`src/rtl/cfgld_pkg.sv`:
```
package cfgld_pkg;
  localparam int CFG_REG_W    = 12;
  localparam int CFG_NUM_REGS = 4;
  localparam int CFG_SEL_W    = 2;
  localparam int CFG_IDX_W    = 4;

  typedef enum logic [CFG_SEL_W-1:0] {
    SEL_INTEG  = 2'd0,
    SEL_DECAY  = 2'd1,
    SEL_LOCK   = 2'd2,
    SEL_UNLOCK = 2'd3
  } cfg_sel_e;
endpackage

```
`src/rtl/cfgld_ctl_decode.sv`:
```
module cfgld_ctl_decode #(
  parameter int SEL_W = 2,
  parameter int IDX_W = 4,
  localparam int BYTE_W = 2 + SEL_W + IDX_W
) (
  input  logic              clk,
  input  logic              rst,
  input  logic              wr_en,
  input  logic [BYTE_W-1:0] wr_byte,
  output logic              commit,
  output logic              strobe,
  output logic              data,
  output logic [SEL_W-1:0]  sel,
  output logic [IDX_W-1:0]  idx
);
  localparam int STB_POS = BYTE_W - 1;
  localparam int DAT_POS = BYTE_W - 2;
  localparam int SEL_LSB = IDX_W;

  logic [BYTE_W-1:0] ctl_q;
  logic              strobe_d;

  // control byte holding register and delayed strobe for edge detect
  always_ff @(posedge clk) begin
    if (rst) begin
      ctl_q    <= '0;
      strobe_d <= 1'b0;
    end else begin
      if (wr_en) ctl_q <= wr_byte;
      strobe_d <= ctl_q[STB_POS];
    end
  end

  assign strobe = ctl_q[STB_POS];
  assign data   = ctl_q[DAT_POS];
  assign sel    = ctl_q[SEL_LSB +: SEL_W];
  assign idx    = ctl_q[IDX_W-1:0];
  assign commit = strobe & ~strobe_d;
endmodule

```
`src/rtl/cfgld_reg_slot.sv`:
```
module cfgld_reg_slot #(
  parameter int REG_W = 12,
  parameter int IDX_W = 4
) (
  input  logic             clk,
  input  logic             rst,
  input  logic             we,
  input  logic             data,
  input  logic [IDX_W-1:0] idx,
  output logic [REG_W-1:0] value_q
);
  // index k addresses bit REG_W-1-k; indices past the word match no bit
  always_ff @(posedge clk) begin
    if (rst) begin
      value_q <= '0;
    end else if (we) begin
      for (int b = 0; b < REG_W; b++) begin
        if (idx == IDX_W'(REG_W - 1 - b)) value_q[b] <= data;
      end
    end
  end
endmodule

```
`src/rtl/cfg_serial_loader.sv`:
```
module cfg_serial_loader
  import cfgld_pkg::*;
#(
  parameter int REG_W    = CFG_REG_W,
  parameter int NUM_REGS = CFG_NUM_REGS,
  parameter int SEL_W    = CFG_SEL_W,
  parameter int IDX_W    = CFG_IDX_W,
  localparam int BYTE_W  = 2 + SEL_W + IDX_W
) (
  input  logic              clk,
  input  logic              rst,
  input  logic              wr_en,
  input  logic [BYTE_W-1:0] wr_byte,
  output logic [REG_W-1:0]  integ_q,
  output logic [REG_W-1:0]  decay_q,
  output logic [REG_W-1:0]  lock_thr_q,
  output logic [REG_W-1:0]  unlock_thr_q
);
  logic                               commit_w;
  logic                               strobe_w;
  logic                               data_w;
  logic [SEL_W-1:0]                   sel_w;
  logic [IDX_W-1:0]                   idx_w;
  logic [NUM_REGS-1:0][REG_W-1:0]     bank_w;

  cfgld_ctl_decode #(.SEL_W(SEL_W), .IDX_W(IDX_W)) u_dec (
    .clk    (clk),
    .rst    (rst),
    .wr_en  (wr_en),
    .wr_byte(wr_byte),
    .commit (commit_w),
    .strobe (strobe_w),
    .data   (data_w),
    .sel    (sel_w),
    .idx    (idx_w)
  );

  for (genvar g = 0; g < NUM_REGS; g++) begin : g_slot
    cfgld_reg_slot #(.REG_W(REG_W), .IDX_W(IDX_W)) u_slot (
      .clk    (clk),
      .rst    (rst),
      .we     (commit_w && (sel_w == SEL_W'(g))),
      .data   (data_w),
      .idx    (idx_w),
      .value_q(bank_w[g])
    );
  end

  assign integ_q      = bank_w[SEL_INTEG];
  assign decay_q      = bank_w[SEL_DECAY];
  assign lock_thr_q   = bank_w[SEL_LOCK];
  assign unlock_thr_q = bank_w[SEL_UNLOCK];
endmodule

```
`config.mk`:
```
export PLATFORM = sky130hd
export DESIGN_NAME = cfg_serial_loader
export DESIGN_NICKNAME = d
export VERILOG_FILES = /design/src/rtl/cfgld_pkg.sv /design/src/rtl/cfgld_ctl_decode.sv /design/src/rtl/cfgld_reg_slot.sv /design/src/rtl/cfg_serial_loader.sv
export SDC_FILE = /design/constraint.sdc
export NUM_CORES = 1
export LEC_CHECK = 0
export ABC_AREA = 1
export ABC_CLOCK_PERIOD_IN_PS = 2000
export BUFFER_PORTS_ARGS = -buffer_cell sky130_fd_sc_hd__buf_2
export CAP_MARGIN = 30
export CORE_UTILIZATION = 45
export CTS_CLUSTER_SIZE = 8
export DETAILED_ROUTE_END_ITERATION = 10
export PLACE_DENSITY = 0.66
export SLEW_MARGIN = 20
export SYNTH_ARGS = -nofsm -noshare
export SYNTH_HDL_FRONTEND = slang
export SYNTH_HIERARCHICAL = 1
export SYNTH_SLANG_ARGS = --single-unit
```
`constraint.sdc`:
```
create_clock -name clk -period 2 [get_ports clk]
set_clock_uncertainty 0.1 [all_clocks]
set_input_delay 0.4 -clock clk [delete_from_list [all_inputs] [get_ports clk]]
set_output_delay 0.4 -clock clk [all_outputs]
set_load 0.05 [all_outputs]
```
# Yosys cells after proc, flatten, opt, wreduce, memory -nomap -nowiden
# Index checks and enable logic that the tools add are counted.
# classes
addsub	0
n_mul	0
div	0
n_lt_le_gt_ge	0
n_eq_ne	14
shifts	0
mux	0
bitwise	2
n_reduce_logical	54
# ops
operator	n
$reduce_and A2 Y1	48
$eq A4 B3 Y1 const B	4
$eq A4 B4 Y1 const B	4
$eq A4 B2 Y1 const B	2
$eq A2 B2 Y1 const B	2
$eq A4 B1 Y1 const B	1
$logic_and A1 B1 Y1	4
$logic_not A4 Y1	1
$eq A2 B1 Y1 const B	1
$logic_not A2 Y1	1
$and A1 B1 Y1	1
$not A1 Y1	1
# word_totals
reg_bits	57
latchBits	0
mem_bits_rw	0
rom_bits	0
in_bits	11
output_inout_bits	48
elab_cells	120
mem_count	0

# Longest topological paths before layout
# Gate-level depths: netlist of run 1.
# logic_depth
word_depth	4
ltp_mapped	10

# Hierarchy
# Netlist of run 1, hierarchy kept.
# by_module_without_submodules
mod	instances	cells_each	area_each_um2
cfgld_reg_slot	4	97	589.3
cfgld_ctl_decode	1	55	372.9
cfg_serial_loader	1	8	30.0

# Least setup slack after synthesis of run 1
# OpenSTA, ideal clock, no wires.
# synth_timing
kind	register -> register
startpoint	register u_dec.ctl_q[7]
endpoint	register g_slot[2].u_slot.value_q[0]
setup_ps	114
arrival_ps	1131
slack_ps	655
path_stages_with_launch	11
path_buffers	1
synth_period_minus_slack_ps	1345
path_cell_list	dfxtp_1 -> inv_1 -> nor2_1 -> nand2_1 -> nor2_1 -> buf_6 -> nand3_2 -> nor2_1 -> nand2_1 -> nand2_1 -> nor2_1
# synth_between
elab_chain_len	3
# synth_lines
element	line	source
start: declaration	cfgld_ctl_decode.sv:20	logic [BYTE_W-1:0] ctl_q;
start signal: assignment	cfgld_ctl_decode.sv:29	if (wr_en) ctl_q <= wr_byte;
$and A1 B1 Y1	cfgld_ctl_decode.sv:38	assign commit = strobe & ~strobe_d;
via commit_w	cfg_serial_loader.sv:19	logic commit_w;
$logic_and A1 B1 Y1	cfg_serial_loader.sv:42	.we (commit_w && (sel_w == SEL_W'(g))),
$reduce_and A2 Y1 (no source line)	--	
end signal: indexed assignment	cfgld_reg_slot.sv:18	if (idx == IDX_W'(REG_W - 1 - b)) value_q[b] <= data;
end: declaration	cfgld_reg_slot.sv:10	output logic [REG_W-1:0] value_q
# The timed path passes the listed nets, and every way through them passes these cells.
# A chain may end at the register's enable or synchronous reset.

# Worst setup path after layout of run 1
# layout_timing
startpoint	register u_dec.ctl_q[7]
endpoint	register g_slot[0].u_slot.value_q[9]
# layout_between
elab_chain_len	3
# layout_lines
element	line
$and A1 B1 Y1	cfgld_ctl_decode.sv:38
via commit_w	cfg_serial_loader.sv:19
$logic_and A1 B1 Y1	cfg_serial_loader.sv:42
$reduce_and A2 Y1 (no source line)	--
end signal: indexed assignment	cfgld_reg_slot.sv:18
end: declaration	cfgld_reg_slot.sv:10
# The timed path passes the listed nets, and every way through them passes these cells.

==> flow_summary.ini, run 1 <==
[setup_path]
worstSetupEndpointType = flip-flop
critPathRequiredTime_ns = 2.13
r2r_cells = 9
crit_fanout = 6
arrival_ns = 1.74
timing.rr.end = g_slot[0].u_slot/value_q[9]$_SDFFE_PP0P_
cp-start-kind = flip-flop
worstSetupPathType = flip-flop to flip-flop
r2r_slack_ns = 0.38
rr_startpoint = u_dec/ctl_q[7]$_SDFFE_PP0P_

[power_and_ir_drop]
comb_power_share_pct = 8.9
internal_power_uw = 1984
seq_power_share_pct = 44.9
cellPowerDensity_nw_per_um2 = 791.4
leakagePower_uw = 0.001679
switchingPower_uw = 642.1
p_clk_share_pct = 46.2
worst_ir_drop_vdd_v = 0.0004322
sw_frac_of_total_pct = 24.45

[layout]
area_delta_synth_final_pct = 20.22
fillerInstances = 627
drive_gt1_share_pct = 18.34
multiInputGateArea_um2 = 1346
final-seq-area_um2 = 1141
nets = 524
antenna_cells = 0
design_area_um2 = 3318

[detailed_routing]
wl_per_cell_um = 9.784
drc_errors = 0
drt_iter0_drc = 53
postRouteWirelength_um = 5802
dr.pass1.iters = 4
vias_per_cell = 4.521
ant_nets = 0
vias = 2681

[floorplanning]
core_um2 = 5921
start_util_pct = 46.62
pin_count = 59
die_y_um = 80.32
fp-row-count = 28
dieArea_um2 = 6451
dieWidth_um = 80.32

[sta]
setup_viol = 0
finalHoldViolations = 0
timing.final.crit_period_ns = 1.619
drv_slew = 0
totalNegativeSetupSlack_ns = 0
tightest_slew_ns = 0.5746
grt_setup_unrepaired = no
max_slew_margin_pct = 61.64
period_share_pct = 80.95
fmax_ghz = 0.6176

[clocking]
clockRootBuffer = clkbuf_8
path_clk_slew_ns = 0.06
cts_sinks = 57
clk_latency_ns = 0.33
h-tree-depth = 3
postCtsSetupBuffers = 0
post_cts_resized = 0
clockBufferDepth = 2
postCtsHoldBufs = 0
cts_buffers = 9
cts_tree = built

[synthesis]
ys_seq_elements = 57
synth.most_common_cell = nor2_1
yosys.area.top_type = dfxtp_1
synth.area.top_cells = dfxtp_1, nor2_1, nand2_1
synth_area_um2 = 2760
async_flop_share_pct = 0
synthesis.nets = 462
yosysWarnings = 6
synth_common_cells = nor2_1, nand2_1, dfxtp_1, inv_1, nand3_1
netlist_instances = 451
synth_flop_cell = dfxtp_1
ys_seq_area_share_pct = 41.34
avgSynthCellArea_um2 = 6.120
synth_top_area_share_pct = 41.34
synthDistinctLibCells = 13
synth_edf_count = 0

[hold_path]
min_to = u_dec/strobe_d$_SDFF_PP0_
whs_path_depth = 2
hp-start = rst
hold_path_class = input port to flip-flop

[grt]
grt_use_total_pct = 19.67
antenna_found_initial = 0
overflow = 0
grt_start_max_net_pins = 17
grt_pass1_vias = 2342
grt_pass1_wl_um = 9749

[run_status]
outcome = finished, final reports clean

[place]
place.gp.congestion = 0.8078
port_buffers = 58
dpl.hpwl_um = 4185
place_area_um2 = 3089

[job]
max_cap_viol_count = 0
==> critical path: stages, from the launching register on <==
cell	delay, ns
dfxtp_1	0.34
inv_1	0.05
nor2_1	0.12
nand2_1	0.09
nor2_1	0.31
nand3_1	0.17
nor2_1	0.16
nand2_1	0.07
nand2_1	0.07
nor2_1	0.04
==> stage by stage <==
step	worst slack, ns	std cells	hold slack (ns)	util [%]	power [µW]
after floorplan	0.6549	451	0.3248	-	1386
final	0.3809	593	0.2315	56.04	2626
after detailed placement	0.3735	577	0.3510	52.18	1438
after global routing	0.1214	593	0.2389	56.04	2750
after CTS	0.3838	593	0.2083	56.04	2667
after global placement	0.4482	577	0.3334	52.18	1435
==> flip-flops by register name, summed over array words and instances (netlist names) <==
name                   count
u_dec/strobe_d             1
u_dec/ctl_q                8
g_slot.u_slot/value_q     48
==> cell type report <==
cell class,instances,area share (%)
multi-input combinational,336,40.57
timing repair buffer,65,10.33
tap,75,2.828
clock buffer,11,4.563
clock inverter,5,2.338
inverter,44,4.977
sequential,57,34.39
==> power groups by stage <==
stage	registers [µW]	logic (µW)	clock network, µW
floorplan	1220	162	0
global placement	1200	231	0
detailed placement	1200	233	0
CTS	1180	234	1250
global route	1180	267	1300
finish	1180	233	1210
==> layer usage <==
metal | share of wire, % | routed length (µm) | vias up | GRT usage (%)
met2 | 46 | 2659 | 59 | 32.65
li1 | - | - | 1485 | -
met3 | 4.8 | 278 | 4 | 3.977
met4 | 0.98 | 57 | 0 | 10.18
met1 | 48 | 2807 | 1133 | 23.89
met5 | 0 | 0 | - | 0
==> cell families after synthesis <==
family | synth area share, %
compound gates | 0.7253
simple gates | 48.05
buf+inv | 9.882
flops | 41.34
==> worst max-delay path by stage <==
stage          cells past startpoint                                  endpoint                        start  slack, ns
6_report                           9  g_slot[0].u_slot/value_q[9]$_SDFFE_PP0P_  u_dec/ctl_q[7]$_SDFFE_PP0P_       0.38
5_1_grt                            9  g_slot[1].u_slot/value_q[6]$_SDFFE_PP0P_  u_dec/ctl_q[7]$_SDFFE_PP0P_       0.12
4_1_cts                            9  g_slot[1].u_slot/value_q[0]$_SDFFE_PP0P_  u_dec/ctl_q[7]$_SDFFE_PP0P_       0.38
3_5_place_dp                       9  g_slot[1].u_slot/value_q[1]$_SDFFE_PP0P_  u_dec/ctl_q[7]$_SDFFE_PP0P_       0.37
3_3_place_gp                       9  g_slot[1].u_slot/value_q[6]$_SDFFE_PP0P_  u_dec/ctl_q[7]$_SDFFE_PP0P_       0.45
2_1_floorplan                     10  g_slot[2].u_slot/value_q[0]$_SDFFE_PP0P_  u_dec/ctl_q[7]$_SDFFE_PP0P_       0.65
==> placed cells by master (no fill, tap or decap), drive strengths merged <==
master | synthesis | routed
dfxtp | 57 | 57
clkbuf | 0 | 11
inv | 44 | 44
a21oi | 4 | 4
clkinvlp | 0 | 1
clkinv | 0 | 2
nand4 | 8 | 8
nand2 | 134 | 134
nand3 | 20 | 20
bufinv | 0 | 2
buf | 14 | 65
nor2 | 170 | 170
Power figures use the tool's default switching activity.
==> run 2: changes to the inputs <==
--- a/config.mk
+++ b/config.mk
@@ -6,7 +6,7 @@
 export NUM_CORES = 1
 export LEC_CHECK = 0
 export ABC_AREA = 1
-export ABC_CLOCK_PERIOD_IN_PS = 2000
+export ABC_CLOCK_PERIOD_IN_PS = 1500
 export BUFFER_PORTS_ARGS = -buffer_cell sky130_fd_sc_hd__buf_2
 export CAP_MARGIN = 30
 export CORE_UTILIZATION = 45
==> constraint.sdc (replaced) <==
create_clock -name clk -period 1.5 [get_ports clk]
set_clock_uncertainty 0.1 [all_clocks]
set_input_delay 0.3 -clock clk [delete_from_list [all_inputs] [get_ports clk]]
set_output_delay 0.3 -clock clk [all_outputs]
set_load 0.05 [all_outputs]
==> flow_summary.ini, run 2 (synthesized netlist as in run 1, its figures left out) <==
[run_status]
outcome = finished, final reports clean

[grt]
grt_pass1_wl_um = 9853
grt_start_max_net_pins = 17
grt_pass1_vias = 2270
antenna_found_initial = 0
overflow = 0
grt_use_total_pct = 20.09

[floorplanning]
start_util_pct = 46.62
core_um2 = 5921
dieArea_um2 = 6451
pin_count = 59
dieWidth_um = 80.32
die_y_um = 80.32
fp-row-count = 28

[hold_path]
hold_path_class = input port to flip-flop
whs_path_depth = 2
min_to = u_dec/strobe_d$_SDFF_PP0_
hp-start = rst

[power_and_ir_drop]
finalPower_uw = 3182
internal_power_uw = 2336
worst_ir_drop_vdd_v = 0.0005919
seq_power_share_pct = 49.2
sw_frac_of_total_pct = 26.60
cellPowerDensity_nw_per_um2 = 878.8
switchingPower_uw = 846.3
leakagePower_uw = 0.001715
comb_power_share_pct = 12.8
p_clk_share_pct = 38.0

[sta]
period_share_pct = 99.16
drv_slew = 0
max_slew_margin_pct = 73.80
tightest_slew_ns = 0.3925
grt_setup_unrepaired = yes
setup_viol = 0
finalHoldViolations = 0
fmax_ghz = 0.6723
timing.final.crit_period_ns = 1.487

[layout]
nets = 536
design_area_um2 = 3621
layout_commonest_cell = nor2_1
area_delta_synth_final_pct = 31.19
largest_reg_flops = 48
fillerInstances = 582
top_regs = g_slot.u_slot/value_q: 48 flops, u_dec/ctl_q: 8 flops, u_dec/strobe_d: 1 flops
layout_common_cells = nor2_1, nand2_1, buf_2
antenna_cells = 0
largest_register = g_slot.u_slot/value_q
drive_gt1_share_pct = 28.03

[clocking]
clk_latency_ns = 0.33
clockBufferDepth = 2
cts_sinks = 57
cts_tree = built
h-tree-depth = 3
postCtsHoldBufs = 0
cts_buffers = 9
clockRootBuffer = clkbuf_8
path_clk_slew_ns = 0.06

[detailed_routing]
dr_wl_met3_um = 261
met1_length_um = 2955
dr.pass1.iters = 4
vias = 2712
dr.max_layer_used = met4
met2_length_um = 2928
drc_errors = 0
drt_iter0_drc = 91
postRouteWirelength_um = 6213
vias_per_cell = 4.498
ant_nets = 0
wl_per_cell_um = 10.30

[place]
port_buffers = 58
place_area_um2 = 3167
dpl.hpwl_um = 4206
place.gp.congestion = 0.8274

[setup_path]
worstSetupPathType = flip-flop to flip-flop
worstSetupEndpointType = flip-flop
timing.rr.end = g_slot[2].u_slot/value_q[3]$_SDFFE_PP0P_
rr_startpoint = u_dec/ctl_q[7]$_SDFFE_PP0P_
crit_fanout = 6
arrival_ns = 1.61
cp-start-kind = flip-flop
critPathRequiredTime_ns = 1.63
r2r_slack_ns = 0.01
r2r_cells = 10

[job]
max_cap_viol_count = 0
==> run 2: cell count changes in the layout (fill, tap and decap cells not counted), moves of 6 or more <==
cell	delta
nor2_4	+15
nor2_2	+14
nand3_1	-7
nand3_4	+6
buf_4	+6
nor2_1	-29
==> run 2: worst max-delay path, cell delays in order (launching register included) <==
cell and delay [ns]:
dfxtp_2 0.33, inv_2 0.05, nor2_4 0.12, nand2_2 0.09
nor2_1 0.09, buf_4 0.18, nand3_4 0.14, nor2_2 0.13
nand2_1 0.06, nand2_1 0.06, nor2_1 0.04
==> run 2: metal layers <==
layer,global-route usage [%],vias to the layer above
li1,-,1495
met1,25.10,1153
met2,31.62,57
met3,6.818,7
met4,7.857,0
met5,0,-
==> run 2: power by group through the flow <==
stage	clock, µW	combinational, µW	sequential, µW
3_3_place_gp	0	349	1590
4_1_cts	1270	359	1560
3_5_place_dp	0	351	1590
5_1_grt	1340	453	1570
2_1_floorplan	0	216	1630
6_report	1210	409	1560
==> run 2: what timing repair did <==
item / in CTS / in global routing
buffers inserted: 1 / 3
pin swaps: 3 / 18
gates cloned: 1 / 0
gates resized for setup: 11 / 60
setup endpoints to repair: 13 / 45
==> run 2: worst max-delay path by stage <==
stage	slack, ns	endpoint	cells past startpoint	startpoint
global route	-0.1	g_slot[2].u_slot/value_q[9]$_SDFFE_PP0P_	10	u_dec/ctl_q[7]$_SDFFE_PP0P_
global placement	0.03	g_slot[3].u_slot/value_q[0]$_SDFFE_PP0P_	10	u_dec/ctl_q[7]$_SDFFE_PP0P_
floorplan	0.15	g_slot[2].u_slot/value_q[0]$_SDFFE_PP0P_	10	u_dec/ctl_q[7]$_SDFFE_PP0P_
detailed placement	-0.02	g_slot[3].u_slot/value_q[0]$_SDFFE_PP0P_	10	u_dec/ctl_q[7]$_SDFFE_PP0P_
CTS	0.01	g_slot[0].u_slot/value_q[3]$_SDFFE_PP0P_	9	u_dec/ctl_q[7]$_SDFFE_PP0P_
finish	0.01	g_slot[2].u_slot/value_q[3]$_SDFFE_PP0P_	10	u_dec/ctl_q[7]$_SDFFE_PP0P_
==> run 2: stage by stage <==
step	setup TNS (ns)	setup slack (ns)	util, %	cells	hold WS (ns)
after floorplan	0	0.1549	-	451	0.2724
after global placement	0	0.02743	53.49	584	0.3326
after detailed placement	-0.04321	-0.02500	53.49	584	0.3493
after CTS	0	0.01010	57.02	600	0.1301
after global routing	-1.591	-0.09709	61.16	603	0.1445
final	0	0.01258	61.16	603	0.1436
==> run 2: layout make-up <==
cell class | instances | area, µm² | share of cell area, %
Inverter | 44 | 165.2 | 4.561
Multi-Input combinational cell | 336 | 1587 | 43.81
Timing Repair Buffer | 77 | 466.7 | 12.89
Clock buffer | 14 | 162.7 | 4.492
Tap cell | 75 | 93.84 | 2.592
Sequential cell | 57 | 1146 | 31.65
==> run 3: changes to the inputs <==
--- a/config.mk
+++ b/config.mk
@@ -10,6 +10,7 @@
 export BUFFER_PORTS_ARGS = -buffer_cell sky130_fd_sc_hd__buf_2
 export CAP_MARGIN = 30
 export CORE_UTILIZATION = 45
+export CTS_BUF_LIST = sky130_fd_sc_hd__clkbuf_2 sky130_fd_sc_hd__clkbuf_4 sky130_fd_sc_hd__clkbuf_8
 export CTS_CLUSTER_SIZE = 8
 export DETAILED_ROUTE_END_ITERATION = 10
 export PLACE_DENSITY = 0.66
==> flow_summary.ini, run 3 (synthesized netlist as in run 1, its figures left out) <==
[grt]
grt_pass1_wl_um = 9956
grt_use_total_pct = 20.25
grt_pass1_vias = 2281
grt_start_max_net_pins = 17
overflow = 0
antenna_found_initial = 0

[clocking]
h-tree-depth = 3
cts_buffers = 9
clockBufferDepth = 2
postCtsHoldBufs = 0
path_clk_slew_ns = 0.06
clockRootBuffer = clkbuf_8
clk_latency_ns = 0.33
cts_sinks = 57
cts_tree = built

[floorplanning]
dieArea_um2 = 6451
core_um2 = 5921
die_y_um = 80.32
start_util_pct = 46.62
pin_count = 59
dieWidth_um = 80.32
fp-row-count = 28

[layout]
top_regs = g_slot.u_slot/value_q: 48 flops, u_dec/ctl_q: 8 flops, u_dec/strobe_d: 1 flops
largest_reg_flops = 48
nets = 535
design_area_um2 = 3671
layout_common_cells = nor2_1, nand2_1, buf_2
area_delta_synth_final_pct = 33.00
antenna_cells = 0
fillerInstances = 565
drive_gt1_share_pct = 28.46
final_core_util_pct = 62.00
layout_commonest_cell = nor2_1
largest_register = g_slot.u_slot/value_q

[detailed_routing]
wl_per_cell_um = 10.54
drc_errors = 0
vias_per_cell = 4.580
vias = 2757
drt_iter0_drc = 120
postRouteWirelength_um = 6346
ant_nets = 0
dr.pass1.iters = 4

[sta]
timing.final.crit_period_ns = 1.497
fin_hold_ws_ns = 0.1493
max_slew_margin_pct = 73.44
tightest_slew_ns = 0.3979
drv_slew = 0
period_share_pct = 99.80
setup_viol = 0
finalHoldViolations = 0
layout_setup_ws_ns = 0.003041
grt_setup_unrepaired = yes
fmax_ghz = 0.6680

[setup_path]
worstSetupPathType = flip-flop to flip-flop
crit_chain = inv_2 -> nor2_4 -> nand2_2 -> nor2_1 -> buf_4 -> nand3_4 -> nor2_4 -> nand2_1 -> nand2_1 -> nor2_1
arrival_ns = 1.63
worstSetupEndpointType = flip-flop
cp-start-kind = flip-flop
critPathRequiredTime_ns = 1.63
crit_fanout = 5
cp_slowest_cell = dfxtp_2
critPathMaxStageDelay_ns = 0.33

[power_and_ir_drop]
finalPower_uw = 3259
cellPowerDensity_nw_per_um2 = 887.7
worst_ir_drop_vdd_v = 0.0006070
leakagePower_uw = 0.001722

[run_status]
outcome = finished, final reports clean

[place]
dpl.hpwl_um = 4206
place_area_um2 = 3167
pre_cts_ws_ns = -0.02500
port_buffers = 58
place.gp.congestion = 0.8274

[job]
max_cap_viol_count = 0

[hold_path]
hold_path_class = input port to flip-flop
==> run 3: cell types whose count changed in the layout (fill, tap and decap cells not counted), moves of 3 or more <==
cell | previous run | this run
clkbuf_4 | 0 | 3
nor2_4 | 15 | 19
nand3_2 | 5 | 2
nor2_2 | 15 | 11
nand3_4 | 6 | 9
clkbuf_1 | 3 | 0
==> run 3: power breakdown <==
group | internal, µW | total (µW) | switching [µW] | leakage (µW)
clock network | 727 | 1270 | 547 | 0.0000929
logic | 124 | 421 | 297 | 0.00117
registers | 1540 | 1560 | 24.9 | 0.000462
==> run 3: per-layer routing <==
| layer | track usage (%) | share of wire (%) | vias to the layer above |
|---|---|---|---|
| met5 | 0 | 0 | - |
| met4 | 7.857 | 1.9 | 0 |
| met3 | 7.045 | 5.7 | 13 |
| met2 | 31.71 | 46 | 80 |
| met1 | 25.38 | 47 | 1169 |
| li1 | - | - | 1495 |
==> run 3: area by class of cell <==
class / count / area (µm²) / share of cell area, %
Clock buffer: 14 / 173.9 / 4.738
Inverter: 44 / 165.2 / 4.499
Multi-Input combinational cell: 336 / 1632 / 44.44
Sequential cell: 57 / 1145 / 31.19
Tap cell: 75 / 93.84 / 2.556
Timing Repair Buffer: 76 / 461.7 / 12.58
==> run 3: path summary, 6_finish.rpt <==
path	depth (start not counted)	slack, ns	from	to
worst max-delay path	10	0.003	u_dec/ctl_q[7]$_SDFFE_PP0P_	g_slot[2].u_slot/value_q[1]$_SDFFE_PP0P_
worst min-delay path	2	0.15	rst	u_dec/strobe_d$_SDFF_PP0_
worst max register to register	10	0.003	u_dec/ctl_q[7]$_SDFFE_PP0P_	g_slot[2].u_slot/value_q[1]$_SDFFE_PP0P_
worst min register to register	2	0.37	g_slot[3].u_slot/value_q[8]$_SDFFE_PP0P_	g_slot[3].u_slot/value_q[8]$_SDFFE_PP0P_
==> run 3: critical path: cells and delay by family, from the launching register on <==
family,cells,cell delay [ns]
flip-flops,1,0.33
buffers and inverters,2,0.23
AND/OR/NAND/NOR,8,0.73
==> run 3: per-stage QoR <==
| stage | setup TNS, ns | instances |
|---|---|---|
| after floorplan | 0 | 451 |
| after global placement | 0 | 584 |
| after detailed placement | -0.04321 | 584 |
| after CTS | -0.01220 | 599 |
| after global routing | -2.051 | 602 |
| final | 0 | 602 |
==> run 3: repair_timing <==
action,in CTS,in global routing
pin swaps,0,21
buffers inserted,1,3
gates cloned,0,0
resized for setup,3,74
setup endpoints to repair,13,45
